`config.mk`:
```
export PLATFORM = sky130hd
export DESIGN_NAME = cmp_timer64
export DESIGN_NICKNAME = d
export VERILOG_FILES = /design/src/rtl/cmt_pkg.sv /design/src/rtl/cmt_prescaler.sv /design/src/rtl/cmt_counter.sv /design/src/rtl/cmt_compare.sv /design/src/rtl/cmp_timer64.sv
export SDC_FILE = /design/constraint.sdc
export NUM_CORES = 1
export LEC_CHECK = 0
export BUFFER_PORTS_ARGS = -buffer_cell sky130_fd_sc_hd__buf_2
export CAP_MARGIN = 0
export CORE_UTILIZATION = 50
export CTS_CLUSTER_SIZE = 40
export DETAILED_ROUTE_END_ITERATION = 7
export MAX_ROUTING_LAYER = met4
export PLACE_DENSITY = 0.78
export SLEW_MARGIN = 10
export SYNTH_ARGS = -nofsm -noshare
export SYNTH_HDL_FRONTEND = slang
export SYNTH_HIERARCHICAL = 1
export SYNTH_SLANG_ARGS = --single-unit
```
`constraint.sdc`:
```
create_clock -name clk -period 3.5 [get_ports clk]
set_input_delay 0.7 -clock clk [delete_from_list [all_inputs] [get_ports clk]]
set_output_delay 0.7 -clock clk [all_outputs]
set_load 0.01 [all_outputs]
```
`src/rtl/cmt_pkg.sv`:
```
package cmt_pkg;
  localparam int unsigned WORD_IDX_W = 3;

  typedef enum logic [WORD_IDX_W-1:0] {
    W_CNT_LO = 3'd0,
    W_CNT_HI = 3'd1,
    W_CTRL   = 3'd2,
    W_STAT   = 3'd3,
    W_CMP_LO = 3'd4,
    W_CMP_HI = 3'd5,
    W_STEP   = 3'd6,
    W_NONE   = 3'd7
  } word_e;

  typedef struct packed {
    logic [7:0] div;
    logic       auto_inc;
    logic       irq_en;
    logic       cmp_en;
    logic       run;
  } ctrl_t;
endpackage

```
`src/rtl/cmt_prescaler.sv`:
```
module cmt_prescaler #(
  parameter int unsigned DIV_W = 8
) (
  input  logic             clk,
  input  logic             rst_n,
  input  logic             run,
  input  logic [DIV_W-1:0] limit,
  output logic             tick
);
  logic [DIV_W-1:0] phase_q;

  assign tick = run && (phase_q == limit);

  always_ff @(posedge clk or negedge rst_n) begin
    if (!rst_n)      phase_q <= '0;
    else if (!run)   phase_q <= '0;
    else if (tick)   phase_q <= '0;
    else             phase_q <= phase_q + 1'b1;
  end

  // with a nonzero divider, ticks never land on back-to-back clocks
  p_tick_gap_r2: assert property (@(posedge clk) disable iff (!rst_n)
    tick |=> (!tick || limit == '0));
endmodule

```
`src/rtl/cmt_counter.sv`:
```
module cmt_counter #(
  parameter int unsigned HALF_W = 32,
  parameter int unsigned NHALF  = 2,
  localparam int unsigned CNT_W = HALF_W * NHALF
) (
  input  logic              clk,
  input  logic              rst_n,
  input  logic              run,
  input  logic              tick,
  input  logic [NHALF-1:0]  wr_half,
  input  logic [HALF_W-1:0] wdata,
  output logic [CNT_W-1:0]  count
);
  logic [CNT_W-1:0] cnt_q;

  always_ff @(posedge clk or negedge rst_n) begin
    if (!rst_n) begin
      cnt_q <= '0;
    end else if (!run) begin
      for (int h = 0; h < int'(NHALF); h++) begin
        if (wr_half[h]) cnt_q[h*HALF_W +: HALF_W] <= wdata;
      end
    end else if (tick) begin
      cnt_q <= cnt_q + 1'b1;
    end
  end

  assign count = cnt_q;

  // a running counter without a tick keeps its value
  p_hold_r2: assert property (@(posedge clk) disable iff (!rst_n)
    (run && !tick) |=> count == $past(count));
  // a running counter moves by exactly one per tick, whatever the bus does
  p_inc_r4: assert property (@(posedge clk) disable iff (!rst_n)
    (run && tick) |=> count == $past(count) + 1'b1);
  // a stopped counter with no write holds
  p_idle_r2: assert property (@(posedge clk) disable iff (!rst_n)
    (!run && wr_half == '0) |=> $stable(count));
endmodule

```
`src/rtl/cmt_compare.sv`:
```
module cmt_compare #(
  parameter int unsigned HALF_W = 32,
  parameter int unsigned NHALF  = 2,
  localparam int unsigned CNT_W = HALF_W * NHALF
) (
  input  logic              clk,
  input  logic              rst_n,
  input  logic              active,
  input  logic              auto_inc,
  input  logic [CNT_W-1:0]  count,
  input  logic [HALF_W-1:0] step,
  input  logic [NHALF-1:0]  wr_half,
  input  logic [HALF_W-1:0] wdata,
  output logic [CNT_W-1:0]  cmp_val,
  output logic              hit
);
  logic [CNT_W-1:0] cmp_q;
  logic [CNT_W-1:0] step_ext;

  assign step_ext = {{(CNT_W-HALF_W){1'b0}}, step};
  assign hit      = active && (count >= cmp_q);

  always_ff @(posedge clk or negedge rst_n) begin
    if (!rst_n) begin
      cmp_q <= '0;
    end else if (wr_half != '0) begin
      for (int h = 0; h < int'(NHALF); h++) begin
        if (wr_half[h]) cmp_q[h*HALF_W +: HALF_W] <= wdata;
      end
    end else if (hit && auto_inc) begin
      cmp_q <= cmp_q + step_ext;
    end
  end

  assign cmp_val = cmp_q;

  // an auto-increment match moves the compare value up by one step
  p_advance_r8: assert property (@(posedge clk) disable iff (!rst_n)
    (hit && auto_inc && wr_half == '0) |=> cmp_val == $past(cmp_val) + $past(step_ext));
  // with no reload and no write the compare value is frozen
  p_fixed_r9: assert property (@(posedge clk) disable iff (!rst_n)
    (!(hit && auto_inc) && wr_half == '0) |=> $stable(cmp_val));
endmodule

```
`src/rtl/cmp_timer64.sv`:
```
module cmp_timer64 #(
  parameter int unsigned DATA_W = 32,
  parameter int unsigned DIV_W  = 8,
  localparam int unsigned NHALF = 2,
  localparam int unsigned CNT_W = DATA_W * NHALF
) (
  input  logic              clk,
  input  logic              rst_n,
  input  logic              bus_valid,
  input  logic              bus_we,
  input  logic [2:0]        bus_word,
  input  logic [DATA_W-1:0] bus_wdata,
  output logic [DATA_W-1:0] bus_rdata,
  output logic              irq_o
);
  import cmt_pkg::*;

  ctrl_t             ctrl_q;
  logic [DATA_W-1:0] step_q;
  logic              event_q;
  logic              wr;
  logic [NHALF-1:0]  cnt_wr, cmp_wr;
  logic              tick, hit;
  logic [CNT_W-1:0]  count, cmp_val;
  word_e             widx;

  assign widx   = word_e'(bus_word);
  assign wr     = bus_valid && bus_we;
  assign cnt_wr = {wr && widx == W_CNT_HI, wr && widx == W_CNT_LO};
  assign cmp_wr = {wr && widx == W_CMP_HI, wr && widx == W_CMP_LO};

  cmt_prescaler #(.DIV_W(DIV_W)) u_pre (
    .clk(clk), .rst_n(rst_n), .run(ctrl_q.run), .limit(ctrl_q.div), .tick(tick)
  );

  cmt_counter #(.HALF_W(DATA_W), .NHALF(NHALF)) u_cnt (
    .clk(clk), .rst_n(rst_n), .run(ctrl_q.run), .tick(tick),
    .wr_half(cnt_wr), .wdata(bus_wdata), .count(count)
  );

  cmt_compare #(.HALF_W(DATA_W), .NHALF(NHALF)) u_cmp (
    .clk(clk), .rst_n(rst_n), .active(ctrl_q.run && ctrl_q.cmp_en),
    .auto_inc(ctrl_q.auto_inc), .count(count), .step(step_q),
    .wr_half(cmp_wr), .wdata(bus_wdata), .cmp_val(cmp_val), .hit(hit)
  );

  always_ff @(posedge clk or negedge rst_n) begin
    if (!rst_n) begin
      ctrl_q <= '0;
      step_q <= '0;
    end else if (wr) begin
      if (widx == W_CTRL) ctrl_q <= ctrl_t'({bus_wdata[8+DIV_W-1:8], bus_wdata[3:0]});
      if (widx == W_STEP) step_q <= bus_wdata;
    end
  end

  always_ff @(posedge clk or negedge rst_n) begin
    if (!rst_n)                                     event_q <= 1'b0;
    else if (hit)                                   event_q <= 1'b1;
    else if (wr && widx == W_STAT && bus_wdata[0])  event_q <= 1'b0;
  end

  assign irq_o = event_q && ctrl_q.irq_en;

  always_comb begin
    bus_rdata = '0;
    unique case (widx)
      W_CNT_LO: bus_rdata = count[DATA_W-1:0];
      W_CNT_HI: bus_rdata = count[CNT_W-1:DATA_W];
      W_CTRL:   bus_rdata = {{(DATA_W-8-DIV_W){1'b0}}, ctrl_q.div, 4'b0,
                             ctrl_q.auto_inc, ctrl_q.irq_en, ctrl_q.cmp_en, ctrl_q.run};
      W_STAT:   bus_rdata = {{(DATA_W-1){1'b0}}, event_q};
      W_CMP_LO: bus_rdata = cmp_val[DATA_W-1:0];
      W_CMP_HI: bus_rdata = cmp_val[CNT_W-1:DATA_W];
      W_STEP:   bus_rdata = step_q;
      default:  bus_rdata = '0;
    endcase
  end

  // a match always leaves the event flag set
  p_sticky_r5: assert property (@(posedge clk) disable iff (!rst_n)
    hit |=> event_q);
  // a clear write with no match drops the flag
  p_clear_r6: assert property (@(posedge clk) disable iff (!rst_n)
    (wr && widx == W_STAT && bus_wdata[0] && !hit) |=> !event_q);
  // the flag only rises through a match
  p_rise_r5: assert property (@(posedge clk) disable iff (!rst_n)
    $rose(event_q) |-> $past(hit));
  // the stored divider only changes through a control write
  p_ctrl_r10: assert property (@(posedge clk) disable iff (!rst_n)
    !(wr && widx == W_CTRL) |=> $stable(ctrl_q));
endmodule

```
======== Yosys cells after proc, flatten, opt, wreduce, memory -nomap -nowiden ========
Index checks and enable logic that the tools add are counted.
word-level totals
  register bits after elaboration ......... 181
  output and inout bits ................... 33
  logic and storage cells ................. 63
cells by class
  $add $sub $neg .......................... 3
  $lt $le $gt $ge ......................... 1
  eq/ne operators ......................... 10
  multiplexer cells ....................... 13
  reduce and logical (&&, ||, !) cells .... 24
operators with widths
  cell                                           count
  2-to-1 mux 64 bit                              4
  one-hot mux 32 bit (7 select lines)            1
  2-to-1 mux 32 bit                              4
  adder 64 x 1 -> 64 bit, second input constant  1
  adder 64 x 32 -> 64 bit                        1
  greater-or-equal comparator 64 bit             1
  2-to-1 mux 8 bit                               2
  logical AND 1 bit                              12
  AND reduction 2 bit                            6
  nonzero test 2 bit                             5
  == test 3 bit, second input constant           3
  adder 8 x 1 -> 8 bit, second input constant    1
  == test 8 bit                                  1
  == test 3 x 2 -> 1 bit, second input constant  2
  != test 2 x 1 -> 1 bit, second input constant  3
  == test 3 x 1 -> 1 bit, second input constant  1
  logical NOT 3 bit                              1
  2-to-1 mux 1 bit                               2

======== Longest topological paths before layout ========
  word-level depth ........................ 5
  depth in mapped cells ................... 14
  mapped depth without buffers ............ 11

======== Cells and area by module ========
Netlist, hierarchy kept.
modules (own cells, without submodules)
  module         times used  cells each  area each (um2)  seq. area each (um2)
  cmt_compare    1           929         7414.6           1601.5
  cmt_counter    1           513         4215.3           1601.5
  cmp_timer64    1           331         3405.8           1126.1
  cmt_prescaler  1           47          491.7            200.2

======== Least setup slack after synthesis ========
No wires, ideal clock.
  path kind ............................... input to register
  from .................................... input bus_word[0]
  to ...................................... register u_cmp.cmp_q[18], in the netlist u_cmp/cmp_val[18]
  library setup time ...................... 0.125 ns
  arrival time ............................ 3.151 ns
  required time ........................... 3.375 ns
  setup slack ............................. 0.224 ns
  stages on the path ...................... 13
  cell sequence ........................... buf_2 buf_2 buf_4 buf_2 nand3_1 nor2_1 clkbuf_1 nor2_1 and2_1 clkbuf_1 a21o_1 buf_2 mux2_2
between the ends
  word-level cells in the longest chain between the ends .. 5
  elaborated cells between the ends (all ways) .. 9
  those cells by class .................... eq/ne: 3; mux: 1; reduce/logical: 5
ends and longest elaborated chain
  item                                                                           RTL line           source
  from (decl)                                                                    cmp_timer64.sv:11  input logic [2:0] bus_word,
  == test 3 bit (*)                                                              cmp_timer64.sv:30  assign cmp_wr = {wr && widx == W_CMP_HI, wr && widx == W_CMP_LO};
  logical AND 1 bit (*)                                                          cmp_timer64.sv:30
  named net cmp_wr[1]                                                            cmp_timer64.sv:22  logic [NHALF-1:0] cnt_wr, cmp_wr;
  nonzero test 2 bit (*)                                                         cmt_compare.sv:26  end else if (wr_half != '0) begin
  != test 2 x 1 -> 1 bit (no line) / nonzero test 2 bit (equally long branches)  --
  AND reduction 2 bit (no line)                                                  --
  to (signal, indexed assignment)                                                cmt_compare.sv:28  if (wr_half[h]) cmp_q[h*HALF_W +: HALF_W] <= wdata;
  to (signal assigned)                                                           cmt_compare.sv:31  cmp_q <= cmp_q + step_ext;
  to (decl)                                                                      cmt_compare.sv:17  logic [CNT_W-1:0] cmp_q;
The timed path passes the listed nets; every way through them passes the cells marked *.
A chain may end at the register's enable or synchronous reset.

======== Final worst setup path ========
  from .................................... register u_cmp.cmp_q[0], in the netlist u_cmp/cmp_val[0]
  to ...................................... register u_cmp.cmp_q[62], in the netlist u_cmp/cmp_val[62]
between the ends
  word-level cells in the longest chain between the ends .. 5
  elaborated cells between the ends (all ways) .. 8
  those cells by class .................... add/sub: 1; order compare: 1; mux: 2; reduce/logical: 4
ends and longest elaborated chain
  item                                RTL line           source
  greater-or-equal comparator 64 bit  cmt_compare.sv:21  assign hit = active && (count >= cmp_q);
  logical AND 1 bit                   cmt_compare.sv:21
  logical AND 1 bit                   cmt_compare.sv:30  end else if (hit && auto_inc) begin
  nonzero test 2 bit (no line)        --
  AND reduction 2 bit (no line)       --
Parallel ways exist; a longest one is shown, timed or not. The select of a mux whose other input is x is not followed.

==> metrics.log <==
[metrics] outcome: complete, no violations
[metrics] worst rel slew slack: 34.0%
[metrics] Slowest-stage cell, CP: dfrtp_1
[metrics] library cell occupying the most area in the post-synthesis netlist: dfrtp_1
[metrics] max_cap viols: 0
[metrics] CTS buffer count: 17
[metrics] clock tree skew after final layout: 0.0115 ns
[metrics] core region area: 30,600 sq um
[metrics] kind of end point of the critical path: flip-flop
[metrics] area of the die: 31,800 sq um
[metrics] Skew-Pair Late Insertion Delay: 0.46 ns
[metrics] total grt overflow: 0
[metrics] post-synthesis share of cell area spent on xor and xnor gates: 2.02%
[metrics] final RePlAce weighted congestion: 1.06
[metrics] Detailed Place HPWL: 51,600 um
[metrics] area share of and/or/nand/nor cells after synthesis: 21.2%
[metrics] post-synth top area share: 29.2%
[metrics] total power draw: 13.0 mW
[metrics] fraction of the mapped netlist area in adder cells: 8.03%
[metrics] final core utilization: 57.3%
[metrics] I/O pin count: 72
[metrics] number of vias after detailed routing: 16,659
[metrics] Area contributors post-synth: dfrtp_1, ha_1, mux2_2
[metrics] Final Net Count: 2,065
[metrics] number of buffers on the longest clock path: 2
[metrics] Reg clk slew, reported paths: 0.08 ns
[metrics] data arrival at the endpoint of the critical path: 3.64 ns
[metrics] Filler cells: 2,837
[metrics] footprint of the multi-input gates: 10,200 sq um
[metrics] cell count after synthesis: 1,820
[metrics] Initial Utilization: 50.8%
[metrics] Slew Limit Fails: 0
[metrics] Area growth, synth to finish: 12.9%
[metrics] drt drc: 0
[metrics] required time of the worst setup path: 3.84 ns
[metrics] mean number of vias per cell: 7.13
[metrics] worst-margin pin slew: 0.986 ns
[metrics] aggregate global-route resource usage: 45.3%
[metrics] remaining number of nets flagged by the antenna check after routing: 0
[metrics] P per Cell Area: 743 nW/um^2
[metrics] commonest cells in the netlist: dfrtp_1, nand2_1, nor2_1, a21oi_1, ha_1
[metrics] Async SR Flop Fraction: 100%
[metrics] prevailing post-synth register cell: dfrtp_1
[metrics] average cell area after synthesis: 8.53 sq um
[metrics] time the worst path needs with I/O delays and setup: 3.30 ns
[metrics] compound-cell area share of the yosys netlist: 24.8%
[metrics] deepest level of the CTS H-tree: 4
[metrics] Final Hold Viols: 0
[metrics] fraction of the yosys area taken by sequential cells: 29.2%
[metrics] FMAX: 0.303 GHz
[metrics] wirelength, routed: 69,200 um
[metrics] share of layout cells above drive strength 1: 17.7%
[metrics] antenna violations before repair: 0
[metrics] Critical Path Start Type: flip-flop
[metrics] Mapped Nets: 1,958
[metrics] First DRT Iteration DRCs: 2,613
[metrics] total setup violations reported at the end of the flow: 0
[metrics] number of flops mapped to enable cells by yosys: 0
[metrics] crit-path cells: ha_1 > inv_1 > fa_1 > nor2b_1 > o211ai_1 > a211oi_2 > o21ai_0 > and3_2 > nor4_4 > nor4b_1 > nor4_1
[metrics] number of placement rows: 64
[metrics] number of clock sinks: 181
[metrics] main combinational cell family by area after synthesis: compound AO/OA/AOI/OAI gates
[metrics] CTS tree: yes
[metrics] die extent in x: 178 um
[metrics] RSZ-0062 raised after global routing: no
[metrics] largest net degree at the start of global routing: 78
[metrics] flip-flop and latch area: 4530 sq um
[metrics] warnings from Yosys: 6
[metrics] root buf cell: clkbuf_16
[metrics] die extent in y: 178 um
[metrics] Static Leak: 7.46 nW
[metrics] count of state elements after synthesis: 181
[metrics] type of the setup path with the least slack: reg -> reg
[metrics] Critical Path Max Stage Delay: 0.42 ns
[metrics] first-pass GRT wire length: 101,000 um
[metrics] detailed-route wire length per cell: 29.6 um
[metrics] Max Fanout on Critical Path: 14
[metrics] most instantiated library cell after synthesis: dfrtp_1
[metrics] synthesized area: 15,500 sq um
[metrics] worst supply voltage drop on vdd: 0.000414 V
[metrics] ant diodes: 0
[metrics] distinct cell type count of the synthesized netlist: 98
[metrics] share of synthesized area spent on multiplexers: 9.56%
[metrics] worst hold-check path type: in -> async
[metrics] final worst path period share: 94.3%
[metrics] input/output buffers: 71
[metrics] setup TNS: 0 ns
[metrics] via count of the first global-routing pass: 15,495
[metrics] detailed-routing iteration count for the pre-antenna-repair pass: 7
==> cells by family after synthesis <==
| group | count (synthesis) |
|---|---|
| and+or+nand+nor | 619 |
| adders and majority gates | 99 |
| muxes | 139 |
| xor gates and xnor gates | 35 |
| buffers and inverters | 191 |
| AOI/OAI and AO/OA | 556 |
| DFF | 181 |
==> metrics by stage <==
stage / instances / setup slack (ns) / hold WS, ns / cell area [sq um]
3_3_place_gp: 2304 / 0.173 / 0.478 / 16900
3_5_place_dp: 2304 / 0.0284 / 0.489 / 16900
5_1_grt: 2336 / 0.0447 / 0.338 / 17500
4_1_cts: 2336 / 0.114 / 0.309 / 17500
6_report: 2336 / 0.201 / 0.294 / 17500
2_1_floorplan: 1820 / 0.224 / 0.404 / 15500
==> timing repair <==
action                                  CTS  global route
pin swaps                                 0             1
buffers inserted                          0             0
endpoints found under the setup margin    1             4
hold buffers                              0             0
resized for setup                         1             1
==> flip-flops by register name, summed over array words and instances, names as in the netlist <==
register       count
u_cmp/cmp_val     64
u_cnt/count       64
step_q            32
ctrl_q            12
u_pre/phase_q      8
event_q            1
==> cells in the final DEF (no fill, tap or decap), drive strengths merged, types with 13 or more instances in the layout <==
master / count
buf: 193
dfrtp: 181
nand2: 153
nor2: 135
a21oi: 121
ha: 98
inv: 88
mux2: 75
o21ai: 75
nand3: 71
mux2i: 64
a211oi: 54
nor3: 49
nand4: 49
o21a: 33
a31oi: 31
a21o: 25
and3: 25
o22ai: 23
nor4: 23
xor2: 21
a2bb2oi: 20
clkbuf: 20
nand2b: 19
a311oi: 18
nor2b: 17
a41oi: 17
o211ai: 16
and2: 16
xnor2: 14
a21boi: 13
and4: 13
==> critical path: cells and delay by family (launching register included) <==
family | cells | cell delay (ns)
simple gates | 5 | 1.37
compound gates | 3 | 0.69
fa+ha+maj | 2 | 0.62
flops | 1 | 0.42
buf+inv | 1 | 0.07
==> final cells by class <==
cell class	count	area share [%]
clock buffers	19	2.47
repair buffers	194	7.93
multi-input cells	1448	58.2
inverters	85	1.82
clock inverters	13	0.857
well taps	396	2.83
flip-flops and latches	181	25.8
==> routing by layer <==
| metal | track usage (%) | share of wire [%] | up-vias |
|---|---|---|---|
| met5 | - | 0 | - |
| met3 | 10.1 | 12 | 305 |
| met4 | 32.0 | 8.7 | 0 |
| met2 | 64.1 | 42 | 1309 |
| met1 | 57.0 | 37 | 7938 |
| li1 | - | - | 7107 |
==> worst paths after layout <==
| check | start | end | slack (ns) | depth (start not counted) |
|---|---|---|---|---|
| max reg2reg | u_cmp/cmp_val[0]$_DFFE_PN0P_ | u_cmp/cmp_val[62]$_DFFE_PN0P_ | 0.20 | 11 |
| max | u_cmp/cmp_val[0]$_DFFE_PN0P_ | u_cmp/cmp_val[62]$_DFFE_PN0P_ | 0.20 | 11 |
| min reg2reg | event_q$_DFFE_PN0P_ | event_q$_DFFE_PN0P_ | 0.51 | 1 |
| max in group asynchronous | rst_n | step_q[22]$_DFFE_PN0P_ | 2.36 | 2 |
| min | rst_n | u_pre/phase_q[0]$_DFF_PN0_ | 0.29 | 1 |
| min in group clk | event_q$_DFFE_PN0P_ | event_q$_DFFE_PN0P_ | 0.51 | 1 |
==> where the power goes <==
| group | total, mW | switching (mW) | internal [mW] |
|---|---|---|---|
| registers | 3.53 | 0.816 | 2.71 |
| clock network | 2.05 | 0.980 | 1.07 |
| logic | 7.45 | 4.54 | 2.91 |
| total | 13.0 | 6.34 | 6.69 |
Note: power is estimated with default switching activity, not from simulation.
